--- config.mk ---
export PLATFORM = sky130hd
export DESIGN_NAME = adc_sram_capture
export DESIGN_NICKNAME = d
export VERILOG_FILES = /design/src/rtl/adc_sram_capture.sv
export SDC_FILE = /design/constraint.sdc
export NUM_CORES = 1
export LEC_CHECK = 0
export BUFFER_PORTS_ARGS = -buffer_cell sky130_fd_sc_hd__buf_4
export CAP_MARGIN = 10
export CORE_ASPECT_RATIO = 0.7
export CORE_MARGIN = 1.5
export CORE_UTILIZATION = 50
export CTS_CLUSTER_DIAMETER = 200
export DETAILED_ROUTE_END_ITERATION = 10
export GPL_ROUTABILITY_DRIVEN = 0
export PLACE_DENSITY_LB_ADDON = 0.15
export SETUP_SLACK_MARGIN = 0.05
export SLEW_MARGIN = 15
export SYNTH_ARGS = -nofsm -noshare
export SYNTH_HDL_FRONTEND = slang
export SYNTH_SLANG_ARGS = --single-unit
--- constraint.sdc ---
create_clock -name clk -period 4.45 [get_ports clk]
set_clock_uncertainty 0.15 [all_clocks]
set_input_delay 0.445 -clock clk [delete_from_list [all_inputs] [get_ports clk]]
set_output_delay 0.445 -clock clk [all_outputs]
set_load 0.02 [all_outputs]
--- src/rtl/adc_sram_capture.sv ---
package adc_cap_pkg;
  typedef enum logic [2:0] {P_IDLE, P_WSET, P_WPUL, P_WHLD, P_RD} port_st_t;
endpackage

module adc_drdy_sync (
  input  logic clk,
  input  logic rst,
  input  logic drdy_n,
  output logic start
);
  logic [2:0] sr;
  always_ff @(posedge clk) begin
    if (rst) begin
      sr    <= 3'b111;
      start <= 1'b0;
    end else begin
      sr    <= {sr[1:0], drdy_n};
      start <= sr[2] & ~sr[1];
    end
  end
endmodule

module adc_spi_rx #(
  parameter int NB   = 192,
  parameter int HALF = 5
) (
  input  logic          clk,
  input  logic          rst,
  input  logic          start,
  input  logic          dout,
  output logic          sclk,
  output logic          frame_vld,
  output logic [NB-1:0] frame
);
  localparam int DW = (HALF > 1) ? $clog2(HALF) : 1;
  localparam int BW = $clog2(NB + 1);
  logic          run;
  logic [DW-1:0] div;
  logic [BW-1:0] nbit;

  always_ff @(posedge clk) begin
    if (rst) begin
      run <= 1'b0; div <= '0; nbit <= '0;
      sclk <= 1'b0; frame_vld <= 1'b0; frame <= '0;
    end else begin
      frame_vld <= 1'b0;
      if (!run) begin
        if (start) begin
          run  <= 1'b1;
          div  <= '0;
          nbit <= '0;
        end
      end else if (div == DW'(HALF - 1)) begin
        div <= '0;
        if (!sclk) sclk <= 1'b1;
        else begin
          sclk  <= 1'b0;
          frame <= {frame[NB-2:0], dout};
          nbit  <= nbit + 1'b1;
          if (nbit == BW'(NB - 1)) begin
            run       <= 1'b0;
            frame_vld <= 1'b1;
          end
        end
      end else begin
        div <= div + 1'b1;
      end
    end
  end
endmodule

module adc_sram_port #(
  parameter int AW  = 22,
  parameter int ACC = 14
) (
  input  logic          clk,
  input  logic          rst,
  input  logic          wr_go,
  input  logic [AW-1:0] wr_addr,
  input  logic [7:0]    wr_data,
  input  logic          rd_go,
  input  logic [AW-1:0] rd_addr,
  output logic          idle,
  output logic          rd_done,
  output logic [7:0]    rd_data,
  output logic [AW-1:0] sram_addr,
  output logic [7:0]    sram_dq_o,
  output logic          sram_dq_oe,
  input  logic [7:0]    sram_dq_i,
  output logic          sram_we_n,
  output logic          sram_oe_n
);
  import adc_cap_pkg::*;
  localparam int CW = $clog2(ACC + 1);
  port_st_t      st;
  logic [CW-1:0] cnt;

  assign idle = (st == P_IDLE);

  always_ff @(posedge clk) begin
    if (rst) begin
      st <= P_IDLE; cnt <= '0; sram_addr <= '0; sram_dq_o <= '0;
      sram_dq_oe <= 1'b0; sram_we_n <= 1'b1; sram_oe_n <= 1'b1;
      rd_done <= 1'b0; rd_data <= '0;
    end else begin
      rd_done <= 1'b0;
      case (st)
        P_IDLE: begin
          if (wr_go) begin
            sram_addr  <= wr_addr;
            sram_dq_o  <= wr_data;
            sram_dq_oe <= 1'b1;
            st         <= P_WSET;
          end else if (rd_go) begin
            sram_addr <= rd_addr;
            sram_oe_n <= 1'b0;
            cnt       <= '0;
            st        <= P_RD;
          end
        end
        P_WSET: begin
          sram_we_n <= 1'b0;
          cnt       <= '0;
          st        <= P_WPUL;
        end
        P_WPUL: begin
          if (cnt == CW'(ACC - 1)) begin
            sram_we_n <= 1'b1;
            st        <= P_WHLD;
          end else cnt <= cnt + 1'b1;
        end
        P_WHLD: begin
          sram_dq_oe <= 1'b0;
          st         <= P_IDLE;
        end
        P_RD: begin
          if (cnt == CW'(ACC - 1)) begin
            rd_data   <= sram_dq_i;
            sram_oe_n <= 1'b1;
            rd_done   <= 1'b1;
            st        <= P_IDLE;
          end else cnt <= cnt + 1'b1;
        end
        default: st <= P_IDLE;
      endcase
    end
  end
endmodule

module adc_sram_capture #(
  parameter int NCH           = 8,
  parameter int SW            = 24,
  parameter int AW            = 22,
  parameter int SCLK_HALF     = 5,
  parameter int CLK_PERIOD_PS = 4000,
  parameter int ACCESS_PS     = 55000
) (
  input  logic           clk,
  input  logic           rst,
  input  logic           adc_drdy_n,
  input  logic           adc_dout,
  output logic           adc_sclk,
  output logic [NCH-1:0] adc_pwdn_n,
  input  logic           cfg_we,
  input  logic [NCH-1:0] cfg_chan_en,
  output logic [AW-1:0]  sram_addr,
  output logic [7:0]     sram_dq_o,
  output logic           sram_dq_oe,
  input  logic [7:0]     sram_dq_i,
  output logic           sram_we_n,
  output logic           sram_oe_n,
  input  logic           rd_req,
  output logic           rd_valid,
  output logic [7:0]     rd_data,
  output logic [AW:0]    fill,
  output logic           overflow
);
  localparam int NB      = NCH * SW;
  localparam int FB      = NCH * (SW / 8);
  localparam int LW      = $clog2(FB + 1);
  localparam int ACC_RAW = (ACCESS_PS + CLK_PERIOD_PS - 1) / CLK_PERIOD_PS;
  localparam int ACC_CYC = (ACC_RAW < 1) ? 1 : ACC_RAW;
  localparam logic [AW:0] DEPTH_V = {1'b1, {AW{1'b0}}};
  localparam logic [AW:0] FB_V    = (AW+1)'(FB);

  logic          start, frame_vld, idle, wr_go, rd_go, rd_pend;
  logic [NB-1:0] frame, pend;
  logic [LW-1:0] left;
  logic [AW-1:0] wp, rp;
  logic [AW:0]   occ, free_b;
  logic          room;

  adc_drdy_sync u_sync (.clk(clk), .rst(rst), .drdy_n(adc_drdy_n), .start(start));

  adc_spi_rx #(.NB(NB), .HALF(SCLK_HALF)) u_rx (
    .clk(clk), .rst(rst), .start(start), .dout(adc_dout),
    .sclk(adc_sclk), .frame_vld(frame_vld), .frame(frame));

  assign wr_go  = idle && (left != '0);
  assign rd_go  = idle && !wr_go && rd_pend;
  assign free_b = DEPTH_V - occ;
  assign room   = (left == '0) && (free_b >= FB_V);

  adc_sram_port #(.AW(AW), .ACC(ACC_CYC)) u_port (
    .clk(clk), .rst(rst),
    .wr_go(wr_go), .wr_addr(wp), .wr_data(pend[NB-1 -: 8]),
    .rd_go(rd_go), .rd_addr(rp), .idle(idle),
    .rd_done(rd_valid), .rd_data(rd_data),
    .sram_addr(sram_addr), .sram_dq_o(sram_dq_o), .sram_dq_oe(sram_dq_oe),
    .sram_dq_i(sram_dq_i), .sram_we_n(sram_we_n), .sram_oe_n(sram_oe_n));

  always_ff @(posedge clk) begin
    if (rst) begin
      pend <= '0; left <= '0; wp <= '0; rp <= '0; occ <= '0;
      rd_pend <= 1'b0; overflow <= 1'b0;
    end else begin
      if (wr_go) begin
        pend <= pend << 8;
        left <= left - 1'b1;
        wp   <= wp + 1'b1;
      end
      if (frame_vld && room) begin
        pend <= frame;
        left <= LW'(FB);
      end
      if (frame_vld && !room) overflow <= 1'b1;
      if (wr_go)      occ <= occ + 1'b1;
      else if (rd_go) occ <= occ - 1'b1;
      if (rd_go) begin
        rp      <= rp + 1'b1;
        rd_pend <= 1'b0;
      end else if (rd_req && occ != '0) begin
        rd_pend <= 1'b1;
      end
    end
  end

  assign fill = occ;

  always_ff @(posedge clk) begin
    if (rst)         adc_pwdn_n <= '1;
    else if (cfg_we) adc_pwdn_n <= cfg_chan_en;
  end
endmodule


Word-level counts from Yosys, hierarchy flattened
Cells that the tools add are included.
W data, S select, Z words.
- register bits after elaboration: 533
- output and inout bits: 75
- bits of input ports: 22
- multiplexer cells: 39
- add/sub/neg operators: 9
- bitwise operators: 6
- $lt $le $gt $ge: 1
- reduce and logical (&&, ||, !) cells: 36
- equality and inequality tests: 16
- operators by type and width (cell ; number):
    $mux W192 ; 2
    $mux W23 ; 2
    $add A22 B1 Y22 const B ; 2
    $mux W22 ; 2
    $mux W8 ; 4
    $add A23 B1 Y23 const B ; 1
    $ge A23 B5 Y1 const B ; 1
    $reduce_bool A23 Y1 ; 1
    $sub A23 B1 Y23 const B ; 1
    $sub A23 B23 Y23 const A ; 1
    $mux W3 ; 7
    $mux W1 ; 12
    $mux W4 ; 3
    $pmux W3 S4 ; 1
    $pmux W4 S3 ; 1
    $reduce_and A2 Y1 ; 6
    $reduce_bool A2 Y1 ; 6
    $mux W5 ; 2
    $ne A2 B1 Y1 const B ; 5
    $reduce_and A3 Y1 ; 3
    $add A8 B1 Y8 const B ; 1
    $eq A8 B8 Y1 const B ; 1
    $reduce_and A4 Y1 ; 2
    $reduce_or A2 Y1 ; 4
    other kinds (19) ; 36

Depth between registers and ports, before layout
Gate-level depths: netlist of the first run.
- depth in word-level cells: 8
- gate-level depth with buffers: 17
- gate-level depth less buffers: 13

Modules after synthesis
From an unflattened synthesis of the first run, not the netlist that was laid out.
- cells, all modules: 2758
- area, all modules: 22148.7 um^2
- by module, submodules not included (module ; area each (um^2) ; cells an instance ; times used):
    adc_sram_capture ; 12683.4 ; 1615 ; 1
    adc_spi_rx ; 7287.0 ; 909 ; 1
    adc_sram_port ; 2072.0 ; 226 ; 1
    adc_drdy_sync ; 106.4 ; 8 ; 1

Least setup slack after synthesis of the first run
OpenSTA, ideal clock, no wires.
- path kind: reg-to-reg
- start: register left[0]
- end: register occ[16], in the netlist fill[16]
- arrival time: 4141 ps
- path slack: 27 ps
- buffers on the path: 3
- cell stages (with the launch flop): 17
- data required time: 4168 ps
- cells stage by stage: dfxtp_1 inv_1 ha_1 or4b_1 and2_1 buf_2 clkinv_1 clkbuf_1 clkbuf_1 ha_1 and3_1 and2_1 a21oi_1 a21oi_1 or4_1 nand3_1 a21oi_1
- longest elaborated chain between the ends: 6
- RTL lines (item ; RTL line ; text):
    start: declaration ; 188 ; logic [LW-1:0] left;
    start signal: assignment ; 219 ; left <= left - 1'b1;
    start signal: assignment ; 224 ; left <= LW'(FB);
    $reduce_bool A5 Y1 * ; 199 ; assign wr_go = idle && (left != '0);
    $logic_and A1 B1 Y1 * ; 199 ;
    $logic_not A1 Y1 ; 200 ; assign rd_go = idle && !wr_go && rd_pend;
    $logic_and A1 B1 Y1 (2 in series) ; 200 ;
    $reduce_bool A2 Y1 (no source line) ; -- ;
    end signal: assignment ; 227 ; if (wr_go) occ <= occ + 1'b1;
    end signal: assignment ; 228 ; else if (rd_go) occ <= occ - 1'b1;
    end: declaration ; 190 ; logic [AW:0] occ, free_b;
Mark *: on every way between the ends. The rest lies on a longest branch, timed or not.
A chain may end at the register's enable or synchronous reset.

Final worst setup path of the first run
- start: register left[0]
- end: register occ[19], in the netlist fill[19]
The elaborated chain is that of the path after synthesis.

==> results of run 1 <==
## Yosys cell counts (all sizes together) (3+ instances only)
master,number,area (um^2)
o21ai,32,160.2
nand3,44,220.2
and2,5,31.28
nand2,1075,4035
inv,16,60.05
ha,30,375.4
nor2,312,1171
o31ai,4,30.03
dfxtp,533,10670
a211oi,6,45.04
nand4,16,100.1
a31oi,6,37.54
and4,5,43.79
a21o,9,67.56
a21oi,254,1271
a21boi,4,30.03
and3,22,137.6
nor3,19,95.09
nor4b,5,43.79
mux2i,203,2032
or3,14,87.58
buf,33,226.5
or2,3,18.77
nor3b,4,35.03
xor2,35,306.5
o21a,5,37.54
a211o,3,26.28
nor4,9,56.30
or4,3,22.52
xnor2,25,219.0
o211ai,8,60.06
clkbuf,156,585.6
a311oi,23,201.4
## sequential cells by signal (all words and copies together) (netlist names), 3 cells and up
register and cells:
u_rx.div 3, u_rx.frame 192, u_sync.sr 3, rp 22, u_port.sram_dq_o 8, wp 22
left 5, u_port.sram_addr 22, adc_pwdn_n 8, u_rx.nbit 8, u_port.cnt 4, pend 192
u_port.rd_data 8, fill 23, u_port.st 3
## metal layers
| layer | wire, um | up-vias |
|---|---|---|
| met1 | 26110 | 8862 |
| met5 | 0 | - |
| met3 | 2288 | 75 |
| li1 | - | 9637 |
| met4 | 1007 | 0 |
| met2 | 22530 | 315 |
## through the flow
step | total power (W) | hold WS [ns] | instances | area (um^2)
CTS | 0.01485 | 0.03303 | 3590 | 25630
detailed placement | 0.01045 | 0.2552 | 3478 | 23750
finish | 0.01478 | 0.05808 | 3590 | 25630
floorplan | 0.009047 | 0.2395 | 2946 | 22790
global route | 0.01564 | 0.05392 | 3590 | 25630
global placement | 0.01034 | 0.2527 | 3478 | 23750
## area by class of cell
type | count | area share
Sequential cell | 533 | 0.4163
Inverter | 17 | 0.002782
Clock buffer | 76 | 0.06136
Clock inverter | 17 | 0.004735
Tap cell | 603 | 0.02943
Multi-Input combinational cell | 2207 | 0.4392
Timing Repair Buffer | 137 | 0.04618
## worst max-delay path, delay by kind of cell (launching register included)
family	cells	cell delay, ns
AOI/OAI and AO/OA	5	1.20
adders and majority gates	2	0.44
buffers and inverters	2	0.25
DFF	1	0.33
and+or+nand+nor	4	1.29
## cell families (layout without fill, tap and decap cells)
family | Yosys count | after routing
and+or+nand+nor | 1542 | 1542
DFF | 533 | 533
AOI/OAI and AO/OA | 370 | 370
buffers and inverters | 206 | 247
muxes | 204 | 204
xor gates and xnor gates | 60 | 60
adders and majority gates | 31 | 31
## report_power, final
| group | internal, W | switching, W | total [W] | leakage (nW) |
|---|---|---|---|---|
| combinational | 0.00153 | 0.00368 | 0.00520 | 6.35 |
| clock | 0.00250 | 0.00186 | 0.00436 | 0.842 |
| sequential | 0.00498 | 0.000237 | 0.00522 | 4.31 |
## worst min-delay path by stage
stage,from,to,slack (ns),cells after the start
after floorplan,u_sync.sr[0],u_sync.sr[1],0.24,1
after global placement,u_sync.sr[2],u_sync.start,0.25,2
after detailed placement,u_sync.sr[2],u_sync.start,0.26,2
after CTS,cfg_we,adc_pwdn_n[2],0.03,3
after global routing,cfg_we,adc_pwdn_n[3],0.05,3
final,cfg_we,adc_pwdn_n[4],0.06,3
==> impl_metrics.ini, run 1 <==
[global_route]
globalRouteMet3Util = 0.03071
antenna_found_initial = 0
grt.total_usage = 0.2186
grt_use_met1 = 0.3150
grt_overflow = 0
grt_pass1_wl_mm = 87.87
grt.busiest_layer = met2
grt_max_degree = 205
first_global_vias = 17963
globalRouteMet2Util = 0.3433

[routing]
drt_iter0_drc = 1569
wirelength_mm = 51.93
postRouteAntennaNets = 0
routed-via-count = 18889
via_per_inst = 5.262
drtPass1Iterations = 6
route.detailed.drc = 0
wl_per_cell_um = 14.47

[worst_setup_path]
crit_end = fill[19]
path_class = reg -> reg
critPathCaptureType = flip-flop
crit_path_max_incr_delay_ns = 0.51
cp-start-kind = flip-flop
r2r_end = fill[19]
arrival_ns = 4.09
worstPathCellList = inv_1, ha_1, or4b_1, and2_4, inv_8, ha_1, o211ai_1, o211ai_1, a21oi_1, o31ai_1, a21boi_0, or4_1, nand3_1
worstSetupStartpoint = left[0]
rrSetupSlack_ns = 0.72
reg2regPathDepth = 13
timing.rr.start = left[0]
worst_ep_required_time_ns = 4.81
worst-path-max-fanout = 32
cp_slowest_cell = or4b_1

[cts]
cts_setup_buffers = 0
cts_sinks = 533
root_buffer = clkbuf_16
clkTransAtPathRegs_ns = 0.06
max-clock-path-buffers = 3
cts-buffers-inserted = 51
cts_htree_levels = 2
cts_hold_buf = 19
cts_tree = yes
insertion_delay_ns = 0.58
ctsResizeCount = 0

[floorplanning]
die_height_um = 181.6
ios = 97
coreArea_mm2 = 0.04506
rows = 65
die_w_um = 258.2
initial_core_util = 0.5059
dieArea_mm2 = 0.04689

[yosys]
synth-xor-area-share = 0.02306
synth_area_mm2 = 0.02279
synth_top_family_by_area = simple AND/OR/NAND/NOR gates
ys.flop_type = dfxtp_1
synth_fa_ha_area_frac = 0.01735
yosys_warnings = 0
synth-seq-cells = 533
synth_sequential_area_ratio = 0.4682
synthMuxAreaShare = 0.08965
syn_area_per_cell_um2 = 7.737
async_flop_share = 0
synth-simple-area-share = 0.2696
synth_compound_gate_area_share = 0.09376
synth.distinct_cells = 58
syn_nets = 2999
synth_edf_count = 0
netlist_instances = 2946

[final_layout]
multiInputGateArea_mm2 = 0.01126
syn_to_final_growth_pct = 12.46
drive_gt1_frac = 0.07265
layout_common_cells = 1075 x nand2_1, 533 x dfxtp_1, 310 x nor2_1
final_common_cell = nand2_1
fill_cells = 4218
register_area_mm2 = 0.01067
utilization = 0.5689
n_antenna_cell = 0
nNetsFinal = 3000

[timing]
worst_slack_ns = 0.7211
hold_viol_final = 0
grt_setup_unrepaired = no
worstMarginPinSlew_ns = 1.151
period_needed_ns = 3.729
slew_headroom = 0.2326
fin_setup_tns_ns = 0
fmax_mhz = 268.2
fin_crit_sh = 0.8379
drv_slew = 0
setup_violations = 0

[outcome]
status = finished clean

[placement]
port_buffers = 96
hpwl_mm = 30.47
place_ws_ns = 0.8162

[pwr]
p_per_area_mw_per_mm2 = 576.5
power_leakage_nw = 11.50
vdd_drop_max_mv = 1.487

[flow_run]
maxCapViolCount = 0

[hold_path]
hold_class = in -> reg
Power figures use the tool's default switching activity.
==> run 2, diff against run 1 <==
- clock period: 4.45 -> 3.7 ns (I/O delays scaled with it)
==> impl_metrics.ini, run 2 (synthesis results as in run 1) <==
[final_layout]
final_cells = 3607
nNetsFinal = 3018
fill_cells = 4195
layout_common_cells = 1075 x nand2_1, 533 x dfxtp_1, 310 x nor2_1
utilization = 0.5731
final_common_cell = nand2_1
n_antenna_cell = 0
drive_gt1_frac = 0.07390
syn_to_final_growth_pct = 13.30

[pwr]
combinationalPowerShare = 0.358
p_int_w = 0.01096
sw_frac_of_total = 0.3896
seq_power_share = 0.350
p_per_area_mw_per_mm2 = 695.3
p_clk_frac = 0.292
vdd_drop_max_mv = 1.419
power_leakage_nw = 11.60
switchingPower_w = 0.006995

[cts]
cts_tree = yes
insertion_delay_ns = 0.57
cts-buffers-inserted = 50
cts_sinks = 533
root_buffer = clkbuf_16
clkTransAtPathRegs_ns = 0.07
max-clock-path-buffers = 3
cts_htree_levels = 2

[timing]
fmax_mhz = 279.1
fin_crit_sh = 0.9684
fin_setup_tns_ns = 0
slew_headroom = 0.3092
worstMarginPinSlew_ns = 1.036
worst_slack_ns = 0.1170
drv_slew = 0
period_needed_ns = 3.583
hold_viol_final = 0
setup_violations = 0
grt_setup_unrepaired = yes

[outcome]
status = finished clean

[routing]
wl_per_cell_um = 14.69
postRouteAntennaNets = 0
drtPass1Iterations = 7
routed-via-count = 19074
drt_iter0_drc = 1360
wirelength_mm = 52.97
via_per_inst = 5.288
route.detailed.drc = 0

[worst_setup_path]
worstPathCellList = inv_1, ha_1, or4b_1, and2_4, inv_8, ha_1, a211oi_1, o211ai_1, a21oi_2, o31ai_2, buf_4, a21oi_1, nor4_1, a211o_1
worst-path-max-fanout = 18
cp_common_cell = ha_1
worst_ep_required_time_ns = 4.02
cp-start-kind = flip-flop
arrival_ns = 3.90
cp_num_buf_inv = 3
path_class = reg -> reg
crit_path_max_incr_delay_ns = 0.51
cp_slowest_cell = or4b_1
crit_family = compound AO/OA/AOI/OAI gates
critPathCaptureType = flip-flop

[global_route]
first_global_vias = 18193
grt_overflow = 0
grt_pass1_wl_mm = 89.09
antenna_found_initial = 0
grt_max_degree = 205
grt.total_usage = 0.2224

[hold_path]
hold_class = reg -> reg

[floorplanning]
initial_core_util = 0.5059
die_height_um = 181.6
die_w_um = 258.2
coreArea_mm2 = 0.04506
dieArea_mm2 = 0.04689
ios = 97
rows = 65

[placement]
hpwl_mm = 31.93
port_buffers = 96
dp_cells = 3487
place_ws_ns = 0.1045

[flow_run]
maxCapViolCount = 0
[run 2: cell count changes in the layout (fill, tap and decap cells not counted), sizes merged]
| cell | change |
|---|---|
| clkinv | -7 |
| bufinv | +1 |
| dlygate4sd3 | +9 |
| buf | +10 |
| clkbuf | +7 |
| clkinvlp | -3 |
[run 2: path summary, 6_finish.rpt]
| kind | from | to | slack [ns] | cells after the start |
|---|---|---|---|---|
| min reg2reg | u_sync.sr[2] | u_sync.start | 0.28 | 2 |
| max | left[0] | fill[17] | 0.12 | 14 |
| max reg2reg | left[0] | fill[17] | 0.12 | 14 |
| min | u_sync.sr[2] | u_sync.start | 0.28 | 2 |
[run 2: final cells by class]
type | count | area [um^2] | area share
flip-flops and latches | 533 | 10670 | 0.4132
well taps | 603 | 754.5 | 0.02922
clock inverters | 8 | 93.84 | 0.003634
multi-input cells | 2207 | 11280 | 0.4368
inverters | 17 | 71.32 | 0.002762
clock buffers | 83 | 1589 | 0.06154
repair buffers | 156 | 1365 | 0.05286
[run 2: repair_timing]
item / in CTS / in global routing
gates resized for setup: 0 / 7
hold endpoints to repair: 45 / 0
setup buffers: 0 / 1
hold buffers: 28 / 0
endpoints found under the setup margin: 0 / 8
[run 2: metal layers]
metal / wire (um) / part of all wire / track usage
met5: 0 / 0 / 0
met2: 23230 / 0.44 / 0.3494
met3: 2198 / 0.041 / 0.02987
met1: 26650 / 0.50 / 0.3237
met4: 896 / 0.017 / 0.05076
[run 2: power by group through the flow]
stage / Clock (W) / Combinational (W) / Sequential (W)
floorplan: 0 / 0.00447 / 0.00648
global placement: 0 / 0.00609 / 0.00639
detailed placement: 0 / 0.00624 / 0.00640
CTS: 0.00537 / 0.00630 / 0.00627
global route: 0.00559 / 0.00706 / 0.00631
finish: 0.00524 / 0.00643 / 0.00628
[run 2: through the flow]
step	power (W)	cell area (um^2)	hold WS [ns]
after floorplan	0.01095	22820	0.2395
after global placement	0.01248	23830	0.2496
after detailed placement	0.01264	23830	0.2614
after CTS	0.01794	25790	0.2773
after global routing	0.01896	25820	0.2861
final	0.01795	25820	0.2753
[run 2: tightest hold or removal path, delay by kind of cell, from the launching register on]
family,cells,cell delay (ns)
buf+inv,1,0.05
flops,1,0.30
simple gates,1,0.04
